File: config.mk
export PLATFORM = sky130hd
export DESIGN_NAME = cfg_port_decoder
export DESIGN_NICKNAME = d
export VERILOG_FILES = /design/src/rtl/cfgdec_pkg.sv /design/src/rtl/cfgdec_pair.sv /design/src/rtl/cfgdec_window.sv /design/src/rtl/cfgdec_xfer.sv /design/src/rtl/cfg_port_decoder.sv
export SDC_FILE = /design/constraint.sdc
export NUM_CORES = 1
export LEC_CHECK = 0
export ABC_AREA = 1
export BUFFER_PORTS_ARGS = -buffer_cell sky130_fd_sc_hd__buf_4
export CORE_ASPECT_RATIO = 0.8
export CORE_MARGIN = 3
export CORE_UTILIZATION = 30
export DETAILED_ROUTE_END_ITERATION = 8
export PLACE_DENSITY = 0.5
export SYNTH_ARGS = -nofsm -noshare
export SYNTH_HDL_FRONTEND = slang
export SYNTH_HIERARCHICAL = 1
export SYNTH_SLANG_ARGS = --single-unit
export TNS_END_PERCENT = 20
File: constraint.sdc
create_clock -name clk -period 2.1 [get_ports clk]
set_clock_uncertainty 0.05 [all_clocks]
set_input_delay 0.105 -clock clk [delete_from_list [all_inputs] [get_ports clk]]
set_output_delay 0.105 -clock clk [all_outputs]
set_load 0.1 [all_outputs]
File: src/rtl/cfgdec_pkg.sv
package cfgdec_pkg;
  localparam int AW    = 16;
  localparam int DW    = 32;
  localparam int BEW   = DW / 8;
  localparam int BUS_W = 8;
  localparam int DEV_W = 5;
  localparam int FN_W  = 3;
  localparam int REG_W = 6;
  localparam int DWA_W = AW - 2;

  typedef enum logic [1:0] {
    MODE_OFF  = 2'd0,
    MODE_PAIR = 2'd1,
    MODE_WIN  = 2'd2,
    MODE_RSVD = 2'd3
  } cfg_mode_e;

  typedef struct packed {
    logic             write;
    logic [BUS_W-1:0] bus;
    logic [DEV_W-1:0] dev;
    logic [FN_W-1:0]  fn;
    logic [REG_W-1:0] dreg;
    logic [BEW-1:0]   be;
    logic [DW-1:0]    wdata;
  } cfg_req_t;
endpackage

File: src/rtl/cfgdec_pair.sv
module cfgdec_pair
  import cfgdec_pkg::*;
#(
  parameter logic [AW-1:0] ADDR_PORT = 16'h0CF8,
  parameter logic [AW-1:0] DATA_PORT = 16'h0CFC
) (
  input  logic             clk,
  input  logic             rst_n,
  input  logic             sel,
  input  logic             acc_idle,
  input  logic [DWA_W-1:0] dw_addr,
  input  logic [BEW-1:0]   io_be,
  input  logic [DW-1:0]    io_wdata,
  input  logic             io_rd,
  input  logic             io_wr,
  output logic             reg_hit,
  output logic [DW-1:0]    reg_rdata,
  output logic             cfg_hit,
  output logic [BUS_W-1:0] tgt_bus,
  output logic [DEV_W-1:0] tgt_dev,
  output logic [FN_W-1:0]  tgt_fn,
  output logic [REG_W-1:0] tgt_reg
);
  localparam logic [DW-1:0] KEEP_MASK = 32'h80FF_FFFC;
  localparam int EN_BIT = DW - 1;
  localparam int BUS_LO = 16;
  localparam int DEV_LO = 11;
  localparam int FN_LO  = 8;
  localparam int REG_LO = 2;

  logic [DW-1:0] tgt_q;
  logic          data_hit;
  logic          full_wr;

  assign reg_hit  = sel && (dw_addr == ADDR_PORT[AW-1:2]);
  assign data_hit = sel && (dw_addr == DATA_PORT[AW-1:2]);
  assign full_wr  = acc_idle && io_wr && reg_hit && (io_be == {BEW{1'b1}});
  assign cfg_hit  = data_hit && tgt_q[EN_BIT] && (io_rd || io_wr);

  always_ff @(posedge clk) begin
    if (!rst_n) tgt_q <= '0;
    else if (full_wr) tgt_q <= io_wdata & KEEP_MASK;
  end

  assign reg_rdata = tgt_q;
  assign tgt_bus   = tgt_q[BUS_LO +: BUS_W];
  assign tgt_dev   = tgt_q[DEV_LO +: DEV_W];
  assign tgt_fn    = tgt_q[FN_LO +: FN_W];
  assign tgt_reg   = tgt_q[REG_LO +: REG_W];

  // a write narrower than 32 bits never alters the target register
  assert_partial_keep_R3: assert property (@(posedge clk) disable iff (!rst_n)
    (io_wr && reg_hit && (io_be != {BEW{1'b1}})) |=> $stable(tgt_q));
endmodule

File: src/rtl/cfgdec_window.sv
module cfgdec_window
  import cfgdec_pkg::*;
#(
  parameter logic [AW-1:0] CTRL_PORT   = 16'h0CF8,
  parameter logic [3:0]    WIN_NIBBLE  = 4'hC
) (
  input  logic             clk,
  input  logic             rst_n,
  input  logic             sel,
  input  logic             acc_idle,
  input  logic [DWA_W-1:0] dw_addr,
  input  logic [BEW-1:0]   io_be,
  input  logic [DW-1:0]    io_wdata,
  input  logic             io_rd,
  input  logic             io_wr,
  output logic             reg_hit,
  output logic [DW-1:0]    reg_rdata,
  output logic             cfg_hit,
  output logic [BUS_W-1:0] tgt_bus,
  output logic [DEV_W-1:0] tgt_dev,
  output logic [FN_W-1:0]  tgt_fn,
  output logic [REG_W-1:0] tgt_reg
);
  localparam int SEL_LANE = 0;
  localparam int FWD_LANE = 2;
  localparam int DEVN_W   = 4;
  localparam int NIB_LO   = DWA_W - 4;

  logic [7:0] sel_q;
  logic [7:0] fwd_q;
  logic       win_open;
  logic       win_addr;

  assign reg_hit  = sel && (dw_addr == CTRL_PORT[AW-1:2]);
  assign win_open = (sel_q[7:4] == 4'hF);
  assign win_addr = (dw_addr[NIB_LO +: 4] == WIN_NIBBLE);
  assign cfg_hit  = sel && win_open && win_addr && (io_rd || io_wr);

  always_ff @(posedge clk) begin
    if (!rst_n) begin
      sel_q <= '0;
      fwd_q <= '0;
    end else if (acc_idle && io_wr && reg_hit) begin
      if (io_be[SEL_LANE]) sel_q <= io_wdata[SEL_LANE*8 +: 8];
      if (io_be[FWD_LANE]) fwd_q <= io_wdata[FWD_LANE*8 +: 8];
    end
  end

  assign reg_rdata = {8'h00, fwd_q, 8'h00, sel_q};
  assign tgt_bus   = fwd_q;
  assign tgt_dev   = {{(DEV_W-DEVN_W){1'b0}}, dw_addr[NIB_LO-1 -: DEVN_W]};
  assign tgt_fn    = sel_q[1 +: FN_W];
  assign tgt_reg   = dw_addr[REG_W-1:0];

  // the select byte only changes through lane 0
  assert_lane_guard_R6: assert property (@(posedge clk) disable iff (!rst_n)
    (io_wr && reg_hit && !io_be[SEL_LANE]) |=> $stable(sel_q));
endmodule

File: src/rtl/cfgdec_xfer.sv
module cfgdec_xfer
  import cfgdec_pkg::*;
(
  input  logic          clk,
  input  logic          rst_n,
  input  logic          start,
  input  cfg_req_t      req_in,
  input  logic          req_ready,
  input  logic          rsp_valid,
  input  logic [DW-1:0] rsp_rdata,
  output logic          req_valid,
  output cfg_req_t      req_out,
  output logic          io_wait,
  output logic          done,
  output logic          idle,
  output logic [DW-1:0] rdata_q
);
  typedef enum logic [1:0] {X_IDLE, X_REQ, X_RSP, X_DONE} xst_e;
  xst_e st_q;

  always_ff @(posedge clk) begin
    if (!rst_n) begin
      st_q    <= X_IDLE;
      req_out <= '0;
      rdata_q <= '0;
    end else begin
      case (st_q)
        X_IDLE: if (start) begin
          req_out <= req_in;
          st_q    <= X_REQ;
        end
        X_REQ:  if (req_ready) st_q <= X_RSP;
        X_RSP:  if (rsp_valid) begin
          rdata_q <= rsp_rdata;
          st_q    <= X_DONE;
        end
        default: st_q <= X_IDLE;
      endcase
    end
  end

  assign idle      = (st_q == X_IDLE);
  assign done      = (st_q == X_DONE);
  assign req_valid = (st_q == X_REQ);
  assign io_wait   = (idle && start) || (st_q == X_REQ) || (st_q == X_RSP);

  // a pending request keeps its fields until accepted
  assert_req_hold_R10: assert property (@(posedge clk) disable iff (!rst_n)
    (req_valid && !req_ready) |=> (req_valid && $stable(req_out)));
  // one outstanding request only
  assert_single_out_R10: assert property (@(posedge clk) disable iff (!rst_n)
    (req_valid && req_ready) |=> !req_valid);
  // the I/O bus is stalled whenever a request is offered
  assert_stall_R10: assert property (@(posedge clk) disable iff (!rst_n)
    req_valid |-> io_wait);
endmodule

File: src/rtl/cfg_port_decoder.sv
module cfg_port_decoder
  import cfgdec_pkg::*;
#(
  parameter logic [15:0] PAIR_ADDR_PORT  = 16'h0CF8,
  parameter logic [15:0] PAIR_DATA_PORT  = 16'h0CFC,
  parameter logic [15:0] WIN_CTRL_PORT   = 16'h0CF8,
  parameter logic [3:0]  WIN_BASE_NIBBLE = 4'hC
) (
  input  logic        clk,
  input  logic        rst_n,
  input  logic [1:0]  mode,
  input  logic [15:0] io_addr,
  input  logic [3:0]  io_be,
  input  logic [31:0] io_wdata,
  input  logic        io_rd,
  input  logic        io_wr,
  output logic [31:0] io_rdata,
  output logic        io_wait,
  output logic        req_valid,
  input  logic        req_ready,
  output logic        req_write,
  output logic [7:0]  req_bus,
  output logic [4:0]  req_dev,
  output logic [2:0]  req_fn,
  output logic [5:0]  req_reg,
  output logic [3:0]  req_be,
  output logic [31:0] req_wdata,
  input  logic        rsp_valid,
  input  logic [31:0] rsp_rdata
);
  localparam logic [DW-1:0] NO_DEV = {DW{1'b1}};

  cfg_mode_e        mode_e;
  logic [DWA_W-1:0] dw_addr;
  logic             sel_pair, sel_win, acc_idle, x_done, start;
  logic             p_reg_hit, p_cfg_hit, w_reg_hit, w_cfg_hit;
  logic [DW-1:0]    p_rdata, w_rdata, x_rdata;
  logic [BUS_W-1:0] p_bus, w_bus;
  logic [DEV_W-1:0] p_dev, w_dev;
  logic [FN_W-1:0]  p_fn, w_fn;
  logic [REG_W-1:0] p_reg, w_reg;
  cfg_req_t         req_in, req_q;

  assign mode_e   = cfg_mode_e'(mode);
  assign dw_addr  = io_addr[AW-1:2];
  assign sel_pair = (mode_e == MODE_PAIR);
  assign sel_win  = (mode_e == MODE_WIN);

  cfgdec_pair #(.ADDR_PORT(PAIR_ADDR_PORT), .DATA_PORT(PAIR_DATA_PORT)) u_pair (
    .clk(clk), .rst_n(rst_n), .sel(sel_pair), .acc_idle(acc_idle),
    .dw_addr(dw_addr), .io_be(io_be), .io_wdata(io_wdata),
    .io_rd(io_rd), .io_wr(io_wr),
    .reg_hit(p_reg_hit), .reg_rdata(p_rdata), .cfg_hit(p_cfg_hit),
    .tgt_bus(p_bus), .tgt_dev(p_dev), .tgt_fn(p_fn), .tgt_reg(p_reg)
  );

  cfgdec_window #(.CTRL_PORT(WIN_CTRL_PORT), .WIN_NIBBLE(WIN_BASE_NIBBLE)) u_win (
    .clk(clk), .rst_n(rst_n), .sel(sel_win), .acc_idle(acc_idle),
    .dw_addr(dw_addr), .io_be(io_be), .io_wdata(io_wdata),
    .io_rd(io_rd), .io_wr(io_wr),
    .reg_hit(w_reg_hit), .reg_rdata(w_rdata), .cfg_hit(w_cfg_hit),
    .tgt_bus(w_bus), .tgt_dev(w_dev), .tgt_fn(w_fn), .tgt_reg(w_reg)
  );

  assign start = p_cfg_hit || w_cfg_hit;

  always_comb begin
    req_in.write = io_wr;
    req_in.be    = io_be;
    req_in.wdata = io_wdata;
    if (sel_win) begin
      req_in.bus  = w_bus;
      req_in.dev  = w_dev;
      req_in.fn   = w_fn;
      req_in.dreg = w_reg;
    end else begin
      req_in.bus  = p_bus;
      req_in.dev  = p_dev;
      req_in.fn   = p_fn;
      req_in.dreg = p_reg;
    end
  end

  cfgdec_xfer u_xfer (
    .clk(clk), .rst_n(rst_n), .start(start), .req_in(req_in),
    .req_ready(req_ready), .rsp_valid(rsp_valid), .rsp_rdata(rsp_rdata),
    .req_valid(req_valid), .req_out(req_q), .io_wait(io_wait),
    .done(x_done), .idle(acc_idle), .rdata_q(x_rdata)
  );

  always_comb begin
    if (x_done)         io_rdata = x_rdata;
    else if (p_reg_hit) io_rdata = p_rdata;
    else if (w_reg_hit) io_rdata = w_rdata;
    else                io_rdata = NO_DEV;
  end

  assign req_write = req_q.write;
  assign req_bus   = req_q.bus;
  assign req_dev   = req_q.dev;
  assign req_fn    = req_q.fn;
  assign req_reg   = req_q.dreg;
  assign req_be    = req_q.be;
  assign req_wdata = req_q.wdata;

  // an inactive mode never stalls the bus from idle
  assert_quiet_mode_R11: assert property (@(posedge clk) disable iff (!rst_n)
    (acc_idle && (mode_e == MODE_OFF || mode_e == MODE_RSVD)) |-> !io_wait);
endmodule

==> flow_summary.json <==
{
  "outcome": "finished clean",
  "layout.nets": 1394,
  "synth_compound_area_share_pct": 8.89,
  "vdd_drop_max_uv": 463,
  "drive_above_1_share_pct": 20.7,
  "utilization_pct": 42.3,
  "grt_max_degree": 58,
  "start_util_pct": 30.9,
  "cp_cell_sequence": "ha_4, buf_12, nand2_1, nand2_1, buf_4",
  "slew_violations": 0,
  "rsz0062_at_grt": "false",
  "fmax_mhz": 500,
  "synth_top_family_by_area": "simple AND/OR/NAND/NOR gates",
  "syn_area_um2": 7040,
  "synthAdderAreaFrac_pct": 1.07,
  "cts.clk_slew.worst_paths_ps": 70,
  "synthMuxAreaShare_pct": 0,
  "cp_common_cell": "nand2_1",
  "first_iter_violations": 337,
  "routed_via_density": 4.17,
  "grt_usage_pct": 17.4,
  "grt-ovfl-total": 0,
  "start_kind": "flip-flop",
  "synth_cell_types": 28,
  "powerDensity_nw_per_um2": 781,
  "rows": 49,
  "crit_fanout": 28,
  "fin_hold_ws_ps": 20.6,
  "worstSetupPathType": "flip-flop to output pin",
  "ys_warn_count": 6,
  "io-pin-count": 185,
  "dieWidth_um": 177,
  "reg2reg_depth": 9,
  "cts_buffer_depth": 2,
  "grt_pass1_vias": 6406,
  "antennaDiodeCount": 0,
  "tightest_slew_ps": 633,
  "drc": 0,
  "crit_required_ps": 1950,
  "die-height_um": 143,
  "crit_cells": 5,
  "slowest_stage": "dfxtp_1",
  "dp_hpwl_mm": 15.5,
  "portBuffers": 182,
  "dieArea_um2": 25400,
  "totalWireLength_mm": 21.7,
  "cp-end-kind": "output pin",
  "critical_path.top_delay_family": "buffers and inverters",
  "period_needed_ps": 2000,
  "placeableCoreArea_um2": 22700,
  "num_vias": 6735,
  "clock-root-buffer": "clkbuf_16",
  "place_congestion": 0.808,
  "grt_pass1_wl_mm": 34.4,
  "final.setup.tns_ps": 0,
  "hold_path_class": "input port to flip-flop",
  "avgSynthCellArea_um2": 6.39,
  "critPathArrivalTime_ps": 1850,
  "period_share_pct": 95.3,
  "clock_latency_ps": 420,
  "firstDrtPassIters": 7,
  "holdPathStages": 5,
  "htree_levels": 4,
  "yosys.area_share.simple_pct": 33.8,
  "cts_tree": "done",
  "synth_cells": 1101,
  "cp_num_buf_inv": 2,
  "hold_viol": 0,
  "maxCapViolCount": 0,
  "setup_viol": 0,
  "drtAntennaViolNets": 0,
  "antenna_found_initial": 0,
  "wl_per_cell_um": 13.5,
  "cts_made_buffers": 17,
  "cts_sinks": 132,
  "slew_headroom_pct": 57.7,
  "p_leak_nw": 4.37,
  "synth-seq-cells": 132,
  "max_stage_delay_ps": 430,
  "area_delta_synth_final_pct": 36.7,
  "synth_seq_area_share_pct": 37.5,
  "synthXorXnorAreaFrac_pct": 0
}
## flip-flops by register name (all words and copies together) (netlist names)
signal,count
u_xfer/st_q,2
u_pair/reg_rdata,23
u_win/sel_q,8
u_xfer/rdata_q,32
u_win/tgt_bus,8
u_xfer/req_out,59
## cell usage after synthesis (all sizes together)
| library cell | instances | share of area (%) |
|---|---|---|
| nand2 | 296 | 16 |
| nor2 | 280 | 15 |
| dfxtp | 132 | 38 |
| inv | 119 | 6.3 |
| buf | 105 | 11 |
| o21ai | 93 | 6.6 |
| a21oi | 32 | 2.3 |
| clkbuf | 20 | 1.2 |
| ha | 6 | 1.1 |
| nand3 | 6 | 0.75 |
| nand4 | 4 | 0.78 |
| nor3 | 3 | 0.28 |
| conb | 2 | 0.11 |
| nor4 | 2 | 0.18 |
| or2 | 1 | 0.089 |
## worst register-to-register path, stage by stage, from the launching register on
cell and delay (ps):
dfxtp_1 430, inv_1 130, ha_1 250, nand2_1 90
nor3_2 60, nand3_4 70, buf_4 460, nand2_1 130
nand2_1 80, nor2_1 40
## cells in the final DEF (no fill, tap or decap)
master / instances
a21oi_1: 32
buf_12: 8
buf_4: 194
buf_6: 4
bufinv_16: 1
clkbuf_16: 17
clkbuf_8: 2
clkinv_2: 2
clkinv_4: 1
clkinvlp_4: 8
conb_1: 26
dfxtp_1: 131
dfxtp_2: 1
dlygate4sd3_1: 71
ha_1: 4
ha_2: 1
ha_4: 1
inv_1: 117
inv_2: 2
nand2_1: 283
nand2_2: 13
nand3_1: 3
nand3_2: 2
nand3_4: 1
nand4_1: 2
nand4_4: 2
nor2_1: 274
nor2_2: 3
nor2_4: 2
nor2_8: 1
nor3_1: 1
nor3_2: 2
nor4_2: 2
o21ai_0: 93
or2_4: 1
## metrics by stage
stage | instances | setup WS [ps] | total power, mW | area [um^2]
after floorplan | 1125 | 5.49 | 4.12 | 7130
after global placement | 1510 | 111 | 4.56 | 8280
after detailed placement | 1510 | 113 | 4.57 | 8280
after CTS | 1612 | 8.84 | 7.57 | 9560
after global routing | 1614 | 0.566 | 7.91 | 9620
final | 1614 | 98.4 | 7.52 | 9620
## logic make-up (layout without fill, tap and decap cells)
logic type	Yosys count	count (layout)
adders and majority gates	6	6
DFF	132	132
AOI/OAI and AO/OA	125	125
other	2	26
buffers and inverters	244	427
and+or+nand+nor	592	592
## final cells by class
cell class / count / area, um^2
sequential: 132 / 2640
timing repair buffer: 277 / 2370
inverter: 119 / 447
clock inverter: 12 / 109
multi-input combinational: 749 / 3210
clock buffer: 19 / 453
tap: 306 / 383
fill: 2462 / 13100
## final timing paths
check / start / endpoint / slack [ps]
worst max register to register: u_xfer/st_q[0]$_SDFFE_PN0P_ / u_pair/reg_rdata[10]$_SDFFE_PN0P_ / 210
worst max-delay path: u_xfer/st_q[0]$_SDFFE_PN0P_ / io_rdata[15] / 100
worst min register to register: u_xfer/req_out[45]$_SDFFE_PN0P_ / u_xfer/req_out[45]$_SDFFE_PN0P_ / 430
worst min-delay path: io_addr[7] / u_xfer/req_out[41]$_SDFFE_PN0P_ / 20
## timing repair
item	4_1_cts	5_1_grt
gates resized for setup	1	11
endpoints found under the hold margin	110	0
pin swaps	0	2
setup buffers	0	2
setup endpoints to repair	29	33
hold buffers	71	0
## power breakdown
part,internal [mW],leakage [nW],switching [mW]
clock network,1.68,0.251,1.17
registers,2.63,1.07,0.0718
logic,0.612,3.05,1.36
## layer usage
layer  vias up  track usage (%)  share of wire [%]
li1       3590                -                  -
met1      2978             24.3                 49
met2       157             28.0                 45
met3        10             4.07                5.5
met4         0             2.60               0.43
met5         -                0                  0
(Power assumes the default switching activity.)
